[src/rtl/pic8_pkg.sv]
package pic8_pkg;
  typedef enum logic [1:0] {ST_RUN, ST_W2, ST_W3, ST_W4} init_st_e;
endpackage

[src/rtl/pic8_req.sv]
module pic8_req #(
  parameter int N_IN = 8
) (
  input  logic            clk,
  input  logic            rst_n,
  input  logic [N_IN-1:0] irq_in,
  input  logic            clr_all,
  input  logic [N_IN-1:0] ack_vec,
  output logic [N_IN-1:0] irr
);
  logic [N_IN-1:0] prev_q;

  for (genvar i = 0; i < N_IN; i++) begin : g_line
    always_ff @(posedge clk) begin
      if (!rst_n) begin
        prev_q[i] <= 1'b0;
        irr[i]    <= 1'b0;
      end else begin
        prev_q[i] <= irq_in[i];
        if (clr_all) irr[i] <= 1'b0;
        else irr[i] <= (irr[i] | (irq_in[i] & ~prev_q[i])) & irq_in[i] & ~ack_vec[i];
      end
    end

    AST_REQ_DROPS: assert property (@(posedge clk) disable iff (!rst_n)
      !irq_in[i] |=> !irr[i]);
    AST_REQ_ACK_CLEARS: assert property (@(posedge clk) disable iff (!rst_n)
      ack_vec[i] |=> !irr[i]);
  end
endmodule

[src/rtl/pic8_prio.sv]
module pic8_prio #(
  parameter int N_IN = 8,
  localparam int IW = $clog2(N_IN)
) (
  input  logic            clk,
  input  logic            rst_n,
  input  logic [N_IN-1:0] irr,
  input  logic [N_IN-1:0] mask,
  input  logic [N_IN-1:0] isr,
  output logic            fwd,
  output logic [IW-1:0]   idx
);
  logic [N_IN-1:0] pend;
  logic [N_IN-1:0] upto;
  logic            any;

  always_comb begin
    pend = irr & ~mask;
    idx  = IW'(N_IN - 1);
    any  = 1'b0;
    for (int i = N_IN - 1; i >= 0; i--) begin
      if (pend[i]) begin
        idx = IW'(i);
        any = 1'b1;
      end
    end
    for (int i = 0; i < N_IN; i++) upto[i] = (IW'(i) <= idx);
    fwd = any && ((isr & upto) == '0);
  end

  AST_FWD_NOT_SERVICED: assert property (@(posedge clk) disable iff (!rst_n)
    fwd |-> !isr[idx] && !mask[idx]);
endmodule

[src/rtl/pic8_ctrl.sv]
module pic8_ctrl
  import pic8_pkg::*;
#(
  parameter int N_IN = 8,
  localparam int IW = $clog2(N_IN)
) (
  input  logic            clk,
  input  logic            rst_n,
  input  logic            wr_en,
  input  logic            rd_en,
  input  logic            addr,
  input  logic [7:0]      wdata,
  output logic [7:0]      rdata,
  input  logic [N_IN-1:0] irr,
  input  logic            fwd,
  input  logic [IW-1:0]   idx,
  input  logic            slave_mode,
  input  logic [2:0]      cas_in,
  input  logic            cas_en_in,
  output logic [N_IN-1:0] mask,
  output logic [N_IN-1:0] isr,
  output logic [7:3]      base,
  output logic [N_IN-1:0] ack_vec,
  output logic            clr_all,
  output logic [2:0]      cas_out,
  output logic            cas_en
);
  init_st_e        st;
  logic [7:0]      cfg;
  logic            rd_isr, poll_q, need4, single;
  logic            init_wr, ocw3_wr, eoi_wr, poll_rd, poll_hit, slave_ok;
  logic [N_IN-1:0] eoi_vec;
  logic [IW-1:0]   poll_idx;

  assign init_wr  = wr_en && !addr && wdata[4];
  assign ocw3_wr  = wr_en && !addr && !wdata[4] && wdata[3] && st == ST_RUN;
  assign eoi_wr   = wr_en && !addr && !wdata[4] && !wdata[3] && wdata[7:5] == 3'b001 && st == ST_RUN;
  assign slave_ok = !slave_mode || (cas_en_in && cas_in == cfg[2:0]);
  assign poll_rd  = rd_en && !addr && poll_q;
  assign poll_hit = poll_rd && fwd && slave_ok;
  assign ack_vec  = poll_hit ? (N_IN'(1) << idx) : '0;
  assign eoi_vec  = eoi_wr ? (isr & (~isr + N_IN'(1))) : '0;
  assign clr_all  = init_wr;
  assign poll_idx = (fwd && slave_ok) ? idx : IW'(N_IN - 1);

  always_comb begin
    if (addr)        rdata = mask;
    else if (poll_q) rdata = {fwd && slave_ok, {(7 - IW){1'b0}}, poll_idx};
    else if (rd_isr) rdata = isr;
    else             rdata = irr;
  end

  always_ff @(posedge clk) begin
    if (!rst_n) begin
      st      <= ST_RUN;
      mask    <= '1;
      isr     <= '0;
      base    <= '0;
      cfg     <= '0;
      rd_isr  <= 1'b0;
      poll_q  <= 1'b0;
      need4   <= 1'b0;
      single  <= 1'b0;
      cas_out <= '0;
      cas_en  <= 1'b0;
    end else if (init_wr) begin
      st     <= ST_W2;
      mask   <= '1;
      isr    <= '0;
      rd_isr <= 1'b0;
      poll_q <= 1'b0;
      need4  <= wdata[0];
      single <= wdata[1];
      cas_en <= 1'b0;
    end else begin
      if (wr_en && addr) begin
        case (st)
          ST_RUN: mask <= wdata;
          ST_W2: begin
            base <= wdata[7:3];
            st   <= single ? (need4 ? ST_W4 : ST_RUN) : ST_W3;
          end
          ST_W3: begin
            cfg <= wdata;
            st  <= need4 ? ST_W4 : ST_RUN;
          end
          default: st <= ST_RUN;
        endcase
      end
      if (ocw3_wr) begin
        if (wdata[2]) poll_q <= 1'b1;
        if (wdata[1]) rd_isr <= wdata[0];
      end
      if (poll_rd) poll_q <= 1'b0;
      isr <= (isr | ack_vec) & ~eoi_vec;
      if (poll_hit && !slave_mode && !single) begin
        if (cfg[idx]) begin
          cas_out <= 3'(idx);
          cas_en  <= 1'b1;
        end else begin
          cas_en <= 1'b0;
        end
      end
    end
  end

  AST_INIT_MASKS_ALL: assert property (@(posedge clk) disable iff (!rst_n)
    init_wr |=> mask == '1 && isr == '0);
  AST_POLL_SETS_ISR: assert property (@(posedge clk) disable iff (!rst_n)
    poll_hit && !wr_en |=> isr[$past(idx)]);
  AST_SPURIOUS_NO_ACK: assert property (@(posedge clk) disable iff (!rst_n)
    poll_rd && !fwd && !wr_en |=> $stable(isr));
  AST_EOI_ONE_BIT: assert property (@(posedge clk) disable iff (!rst_n)
    eoi_wr && isr != '0 && !rd_en |=> $countones(isr) == $countones($past(isr)) - 1);
  AST_SLAVE_GATED: assert property (@(posedge clk) disable iff (!rst_n)
    slave_mode && poll_rd && !cas_en_in && !wr_en |=> $stable(isr));
endmodule

[src/rtl/pic8_core.sv]
module pic8_core #(
  parameter int N_IN = 8
) (
  input  logic            clk,
  input  logic            rst_n,
  input  logic            wr_en,
  input  logic            rd_en,
  input  logic            addr,
  input  logic [7:0]      wdata,
  output logic [7:0]      rdata,
  input  logic [N_IN-1:0] irq_in,
  input  logic            slave_mode,
  input  logic [2:0]      cas_in,
  input  logic            cas_en_in,
  output logic            int_out,
  output logic [7:0]      vec_out,
  output logic [2:0]      cas_out,
  output logic            cas_en
);
  localparam int IW = $clog2(N_IN);

  logic [N_IN-1:0] irr, mask, isr, ack_vec;
  logic            clr_all, fwd;
  logic [IW-1:0]   idx;
  logic [7:3]      base;

  pic8_req #(.N_IN(N_IN)) u_req (
    .clk(clk), .rst_n(rst_n), .irq_in(irq_in), .clr_all(clr_all),
    .ack_vec(ack_vec), .irr(irr)
  );

  pic8_prio #(.N_IN(N_IN)) u_prio (
    .clk(clk), .rst_n(rst_n), .irr(irr), .mask(mask), .isr(isr),
    .fwd(fwd), .idx(idx)
  );

  pic8_ctrl #(.N_IN(N_IN)) u_ctrl (
    .clk(clk), .rst_n(rst_n), .wr_en(wr_en), .rd_en(rd_en), .addr(addr),
    .wdata(wdata), .rdata(rdata), .irr(irr), .fwd(fwd), .idx(idx),
    .slave_mode(slave_mode), .cas_in(cas_in), .cas_en_in(cas_en_in),
    .mask(mask), .isr(isr), .base(base), .ack_vec(ack_vec),
    .clr_all(clr_all), .cas_out(cas_out), .cas_en(cas_en)
  );

  assign int_out = fwd;
  assign vec_out = {base, idx};

  AST_INT_NEEDS_REQ: assert property (@(posedge clk) disable iff (!rst_n)
    int_out |-> (irr & ~mask) != '0);
endmodule

[config.mk]
export PLATFORM = sky130hd
export DESIGN_NAME = pic8_core
export DESIGN_NICKNAME = d
export VERILOG_FILES = /design/src/rtl/pic8_pkg.sv /design/src/rtl/pic8_req.sv /design/src/rtl/pic8_prio.sv /design/src/rtl/pic8_ctrl.sv /design/src/rtl/pic8_core.sv
export SDC_FILE = /design/constraint.sdc
export NUM_CORES = 1
export LEC_CHECK = 0
export ABC_AREA = 0
export BUFFER_PORTS_ARGS = -buffer_cell sky130_fd_sc_hd__buf_2
export CORE_MARGIN = 5
export CORE_UTILIZATION = 45
export DETAILED_ROUTE_END_ITERATION = 8
export PLACE_DENSITY = 0.63
export SYNTH_ARGS = -nofsm -noshare
export SYNTH_HDL_FRONTEND = slang
export SYNTH_SLANG_ARGS = --single-unit
[constraint.sdc]
create_clock -name clk -period 2.44 [get_ports clk]
set_input_delay 0.122 -clock clk [delete_from_list [all_inputs] [get_ports clk]]
set_output_delay 0.122 -clock clk [all_outputs]
set_load 0.03 [all_outputs]
==> results.yml, run 1 <==
worst_hold_path:
  hold_path_origin: "irq_in[5]"
  timing.hold.worst.class: "input port to flop"
  min_delay_worst_endpoint: "u_req.prev_q[5]"
  number_of_instances_on_the_worst_hold_path: 2
detailed_routing:
  ant_nets: 0
  routedWlPerCell_um: 17.5
  vias: 2405
  drc: 0
  vias_per_cell: 5.44
  drt_first_iter_violations: 129
  drtPass1Iterations: 4
  routed_wl_um: 7720
synth:
  netlist_instances: 308
  yosysTopAreaCellShare_pct: 40.7
  synth_common_cells: "55 x sky130_fd_sc_hd__dfxtp_1, 41 x sky130_fd_sc_hd__nand2_1, 24 x sky130_fd_sc_hd__mux2i_1"
  mappedNetlistArea_mm2: 0.00271
  yosys_warnings: 0
  synth_edf_count: 0
  async_reset_ff_share_pct: 0
  synth_largest_area_cell: "sky130_fd_sc_hd__dfxtp_1"
  ys_top_cells_by_area: "sky130_fd_sc_hd__dfxtp_1 41%, sky130_fd_sc_hd__mux2i_1 8.9%, sky130_fd_sc_hd__nand2_1 5.7%"
  synth.avg_cell_area_um2: 8.79
  synth.ff_latch_count: 55
  distinct_cells_synth: 56
  yosys.cell_count.top_type: "sky130_fd_sc_hd__dfxtp_1"
  synth.net_count: 337
  dominantRegCellSynth: "sky130_fd_sc_hd__dfxtp_1"
  yosysSeqAreaShare_pct: 40.7
clock_tree:
  register_clock_pin_slew_on_the_reported_worst_setup_and_hold_paths_ns: 0.10
  cts-root-to-sink-buffers: 2
  clock_latency_ns: 0.31
  clock-root-buffer: "sky130_fd_sc_hd__clkbuf_8"
  cts.htree.levels: 2
  clock_sinks: 55
  numCtsBuffers: 5
  cts-hold-fix-buffers: 0
  tritoncts: "done"
critical_path:
  worst_r2r_path_depth: 9
  worst_r2r_endpoint: "u_ctrl.cas_out[0]"
  reg2reg_from: "u_req.irr[7]"
  cp_slowest_cell: "sky130_fd_sc_hd__or3b_2"
  critical-path-top-delay-family: "compound AO/OA/AOI/OAI gates"
  kind_of_capture_point_of_the_worst_setup_path: "output port"
  path_class: "flop to output port"
  regToRegSetupSlack_ns: 0.26
  cp_cell_sequence: "or3b_2 > a21oi_2 > o41ai_2 > o21a_2 > nor3_1 > a211oi_1 > a21o_1 > clkbuf_4"
  worst-endpoint-required_ns: 2.32
  critPathArrivalTime_ns: 2.21
  timing.critical_path.fanout_max: 4
  crit_path_start_kind: "flop"
  critPathMaxStageDelay_ns: 0.45
  cp_num_buf_inv: 1
outcome:
  outcome: "complete, no violations"
global_route:
  grt_max_degree: 33
  grt_pass1_wl_um: 12400
  initial_antenna_violation_count: 0
  grt_pass1_vias: 2308
  gr-usage-all-layers_pct: 21.1
  use_met2_pct: 33.6
  globalRouteMet1Util_pct: 29.7
  grtUsageMet3_pct: 4.14
  grt.busiest_layer: "met2"
  globalRoute.totalOverflow: 0
timing:
  fmax_mhz: 428
  setup-violations-final: 0
  clock_skew_ns: 0.0107
  period_share_pct: 95.7
  timing.max_slew.rel_slack_pct: 66.7
  max_slew.worst_pin.slew_ns: 0.498
  period_needed_ns: 2.33
  report.final.slew_viol_count: 0
  final-hold-violation-count: 0
  finalSetupTns_ns: 0
floorplanning:
  core.rowCount: 28
  initial_core_util_pct: 46.0
  placeableCoreArea_mm2: 0.00589
  ios: 47
  fp.dieH_um: 87.6
  die_width_um: 87.6
  design.die.area_mm2: 0.00767
finish:
  design.final.nets: 395
  post-route-util_pct: 56.1
  antenna-diode-count: 0
  n_fill_cell: 561
  stdcell_area_mm2: 0.00330
  final_cells: 442
  share_of_post_route_cells_with_drive_strength_above_1_pct: 27.8
  areaGrowthSynthToFinish_pct: 22.1
power:
  power.leakage_uw: 0.00150
  power.ir.vdd_worst_v: 0.000378
  power-per-cell-area_mw_per_mm2: 561
place:
  buffer_ports.inserted: 46
  place.gp.congestion: 0.943
  detailedPlacementHpwl_um: 5850
  placed_cells: 430
  placed_cell_area_mm2: 0.00308
job:
  max_cap_violations: 0
==> registers in the layout, summed over array words and instances, names as in the netlist <==
| register | flops |
|---|---|
| u_req.prev_q | 8 |
| u_ctrl.poll_q | 1 |
| u_ctrl.single | 1 |
| u_ctrl.st | 2 |
| u_ctrl.mask | 8 |
| u_req.irr | 8 |
| u_ctrl.cas_en | 1 |
| u_ctrl.isr | 8 |
| u_ctrl.cas_out | 3 |
| u_ctrl.rd_isr | 1 |
| u_ctrl.cfg | 8 |
| u_ctrl.need4 | 1 |
| u_ctrl.base | 5 |
==> final cells by class <==
cell class	count	area, um^2	area share [%]
clock buffer	5	68.8	2.08
timing repair buffer	63	372	11.2
sequential	55	1110	33.5
clock inverter	3	43.8	1.33
tap	75	93.8	2.84
multi-input combinational	228	1570	47.4
inverter	13	51.3	1.55
==> per-stage QoR <==
stage,hold slack [ns],power [uW],setup WS [ns]
6_report,0.0361,1850,0.105
5_1_grt,0.0394,1940,-0.00503
4_1_cts,0.0337,1850,0.00728
3_5_place_dp,0.361,1240,0.140
3_3_place_gp,0.362,1230,0.188
2_1_floorplan,0.246,1130,0.262
==> worst max path at each step <==
| stage | startpoint | to | slack [ns] | cells after the start |
|---|---|---|---|---|
| 2_1_floorplan | u_req.irr[7] | rdata[7] | 0.26 | 7 |
| 3_3_place_gp | u_req.irr[2] | rdata[0] | 0.19 | 10 |
| 3_5_place_dp | u_req.irr[2] | rdata[0] | 0.14 | 10 |
| 4_1_cts | u_req.irr[7] | rdata[7] | 0.007 | 8 |
| 5_1_grt | u_req.irr[2] | rdata[2] | -0.005 | 10 |
| 6_report | u_req.irr[7] | rdata[1] | 0.11 | 8 |
==> cells in the final DEF (no fill, tap or decap), drive strengths merged, types with 4 or more instances in the layout <==
cell	netlist	final
a211oi	4	4
a21o	5	5
a21oi	16	16
and2	9	9
buf	2	62
clkbuf	10	6
dfxtp	55	55
inv	13	13
mux2i	24	24
nand2	41	41
nand2b	7	7
nand3	21	21
nor2	16	16
nor2b	23	23
nor3	5	5
o2111a	6	6
o21ai	13	13
==> worst register-to-register path, delay by kind of cell (launching register included) <==
kind	cells	cell delay, ns
multiplexers	1	0.16
buffers and inverters	2	0.33
AO/OA/AOI/OAI	3	0.44
AND/OR/NAND/NOR	3	0.79
flip-flops	1	0.36
==> logic make-up (layout without fill, tap and decap cells) <==
| kind of cell | count (synthesis) | count (layout) | synth area share (%) |
|---|---|---|---|
| AO/OA/AOI/OAI | 63 | 63 | 17.0 |
| XOR/XNOR | 3 | 3 | 0.971 |
| adder cells (fa/ha/maj) | 3 | 3 | 1.39 |
| buffers and inverters | 25 | 84 | 3.74 |
| flip-flops | 55 | 55 | 40.7 |
| multiplexers | 26 | 26 | 9.85 |
| AND/OR/NAND/NOR | 133 | 133 | 26.4 |
==> per-layer routing <==
layer,vias up,wire [um]
met4,0,85
met5,-,0
li1,1206,-
met2,65,3550
met3,9,396
met1,1125,3690
==> power by group <==
| group | leakage [uW] | internal, uW | switching, uW | total [uW] |
|---|---|---|---|---|
| Sequential | 0.000449 | 925 | 22.6 | 948 |
| Combinational | 0.000997 | 115 | 175 | 290 |
| Clock | 0.0000581 | 306 | 311 | 617 |
==> what timing repair did <==
item / CTS / global route
gates cloned: 0 / 0
pin swaps: 2 / 5
gates resized for setup: 3 / 22
endpoints found under the setup margin: 4 / 4
setup buffers: 1 / 3
No activity file was read; power rests on OpenSTA's default activity.
==> inputs of run 2 (changes only) <==
--- a/config.mk
+++ b/config.mk
@@ -10,7 +10,7 @@
 export CORE_MARGIN = 5
 export CORE_UTILIZATION = 45
 export DETAILED_ROUTE_END_ITERATION = 8
-export PLACE_DENSITY = 0.63
+export PLACE_DENSITY = 0.66
 export SYNTH_ARGS = -nofsm -noshare
 export SYNTH_HDL_FRONTEND = slang
 export SYNTH_SLANG_ARGS = --single-unit
==> constraint.sdc (replaced) <==
create_clock -name clk -period 1.9 [get_ports clk]
set_input_delay 0.095 -clock clk [delete_from_list [all_inputs] [get_ports clk]]
set_output_delay 0.095 -clock clk [all_outputs]
set_load 0.03 [all_outputs]
==> results.yml, run 2 (synthesis gave the netlist of run 1 again) <==
critical_path:
  worst-endpoint-required_ns: 1.80
  cp-endpoint: "rdata[7]"
  timing.critical_path.fanout_max: 3
  cp_num_buf_inv: 2
  count_of_cell_instances_traversed_by_the_critical_path: 9
  regToRegSetupSlack_ns: -0.24
  crit_path_start_kind: "flop"
  worst_r2r_endpoint: "u_ctrl.cas_en"
  cp_slowest_cell: "sky130_fd_sc_hd__or3b_4"
  cp_cell_sequence: "or3b_4 > a21oi_2 > o41ai_2 > o21a_2 > nor2_4 > buf_6 > a21oi_2 > o21ai_1 > buf_4"
  critPathMaxStageDelay_ns: 0.39
  critical_path.startpoint: "u_ctrl.isr[7]"
  worst_r2r_path_depth: 9
  critical-path-top-delay-family: "compound AO/OA/AOI/OAI gates"
  cell_repeated_most_along_the_worst_path: "sky130_fd_sc_hd__a21oi_2"
  critPathArrivalTime_ns: 2.07
  reg2reg_from: "u_ctrl.mask[2]"
  path_class: "flop to output port"
  kind_of_capture_point_of_the_worst_setup_path: "output port"
timing:
  final-hold-violation-count: 0
  setup_repair_after_global_routing_missed_its_margin: "yes"
  fin_ws_ns: -0.269
  period_share_pct: 114
  max_slew.worst_pin.slew_ns: 0.569
  setup-violations-final: 25
  clock_skew_ns: 0.0121
  timing.max_slew.rel_slack_pct: 62.0
  report.final.slew_viol_count: 0
  period_needed_ns: 2.17
  fmax_mhz: 461
clock_tree:
  clock-root-buffer: "sky130_fd_sc_hd__clkbuf_8"
  cts-root-to-sink-buffers: 2
  clock_latency_ns: 0.31
  clock_sinks: 55
  numCtsBuffers: 5
  tritoncts: "done"
  cts-hold-fix-buffers: 0
  cts.htree.levels: 2
  register_clock_pin_slew_on_the_reported_worst_setup_and_hold_paths_ns: 0.09
place:
  place.gp.congestion: 0.954
  buffer_ports.inserted: 46
  detailedPlacementHpwl_um: 5960
  placed_cells: 468
finish:
  final_cells: 484
  layout.area.seq_mm2: 0.00112
  areaGrowthSynthToFinish_pct: 41.5
  final_common_cell: "sky130_fd_sc_hd__buf_4"
  design.final.nets: 437
  antenna-diode-count: 0
  multi_input_comb_area_mm2: 0.00171
  post-route-util_pct: 65.1
  layout.cells.most_common_list: "56 x sky130_fd_sc_hd__buf_4, 45 x sky130_fd_sc_hd__dfxtp_1, 41 x sky130_fd_sc_hd__buf_2"
  n_fill_cell: 498
  share_of_post_route_cells_with_drive_strength_above_1_pct: 42.3
floorplanning:
  placeableCoreArea_mm2: 0.00589
  fp.dieH_um: 87.6
  ios: 47
  design.die.area_mm2: 0.00767
  die_width_um: 87.6
  initial_core_util_pct: 46.0
  core.rowCount: 28
power:
  seq_power_share_pct: 48.8
  clock_power_share_pct: 32.3
  power.switching_fraction_pct: 26.7
  power.leakage_uw: 0.00176
  power-per-cell-area_mw_per_mm2: 651
  cellInternalPower_uw: 1830
  power_frac_comb_pct: 18.8
  power.ir.vdd_worst_v: 0.000435
  power_switching_uw: 665
detailed_routing:
  routed_wl_um: 8000
  drc: 0
  vias_per_cell: 5.32
  drtPass1Iterations: 4
  routedWlPerCell_um: 16.5
  ant_nets: 0
  drt_first_iter_violations: 190
  vias: 2576
global_route:
  initial_antenna_violation_count: 0
  grt_pass1_vias: 2629
  gr-usage-all-layers_pct: 21.4
  grt_pass1_wl_um: 12700
  grt_max_degree: 22
  globalRoute.totalOverflow: 0
outcome:
  violated_checks: "setup timing"
  outcome: "finished with violations"
job:
  max_cap_violations: 0
worst_hold_path:
  timing.hold.worst.class: "input port to flop"
==> run 2: layout make-up <==
type	count	share of cell area, %
timing repair buffer	105	19.1
clock inverter	2	0.915
multi-input combinational	228	44.6
clock buffer	6	2.16
tap	75	2.45
sequential	55	29.2
inverter	13	1.54
==> run 2: power groups by stage <==
stage	Combinational, uW	Clock, uW	Sequential (uW)
2_1_floorplan	226	0	1240
3_3_place_gp	402	0	1240
3_5_place_dp	406	0	1240
4_1_cts	450	828	1220
5_1_grt	503	884	1220
6_report	470	806	1220
==> run 2: worst min-delay path by stage <==
stage                     slack, ns      start  cells past startpoint               to
final                          0.01  irq_in[5]                      2  u_req.prev_q[5]
after global routing           0.02  irq_in[2]                      2  u_req.prev_q[2]
after CTS                     0.007  irq_in[5]                      2  u_req.prev_q[5]
after detailed placement       0.33  irq_in[5]                      2  u_req.prev_q[5]
after global placement         0.33  irq_in[2]                      2  u_req.prev_q[2]
after floorplan                0.22   wdata[2]                      2   u_ctrl.mask[2]
==> run 2: stage by stage <==
step,hold slack [ns],total power (uW),TNS (ns),cell area [um^2],setup slack [ns]
2_1_floorplan,0.219,1470,-0.212,2750,-0.0643
3_3_place_gp,0.330,1640,-2.45,3420,-0.177
3_5_place_dp,0.332,1650,-2.64,3420,-0.212
4_1_cts,0.00664,2490,-3.00,3720,-0.219
5_1_grt,0.0154,2610,-5.65,3830,-0.332
6_report,0.0138,2490,-4.16,3830,-0.269
==> run 2: timing repair <==
action	CTS	global route
gates resized for setup	39	15
setup endpoints to repair	24	25
pin swaps	16	9
hold endpoints to repair	0	0
buffers inserted	5	3
==> run 2: routing by layer <==
layer	track usage, %	vias to the layer above	part of all wire, %
li1	-	1288	-
met4	6.69	0	1.1
met3	4.14	6	6.5
met5	0	-	0
met2	36.3	79	49
met1	27.5	1203	44
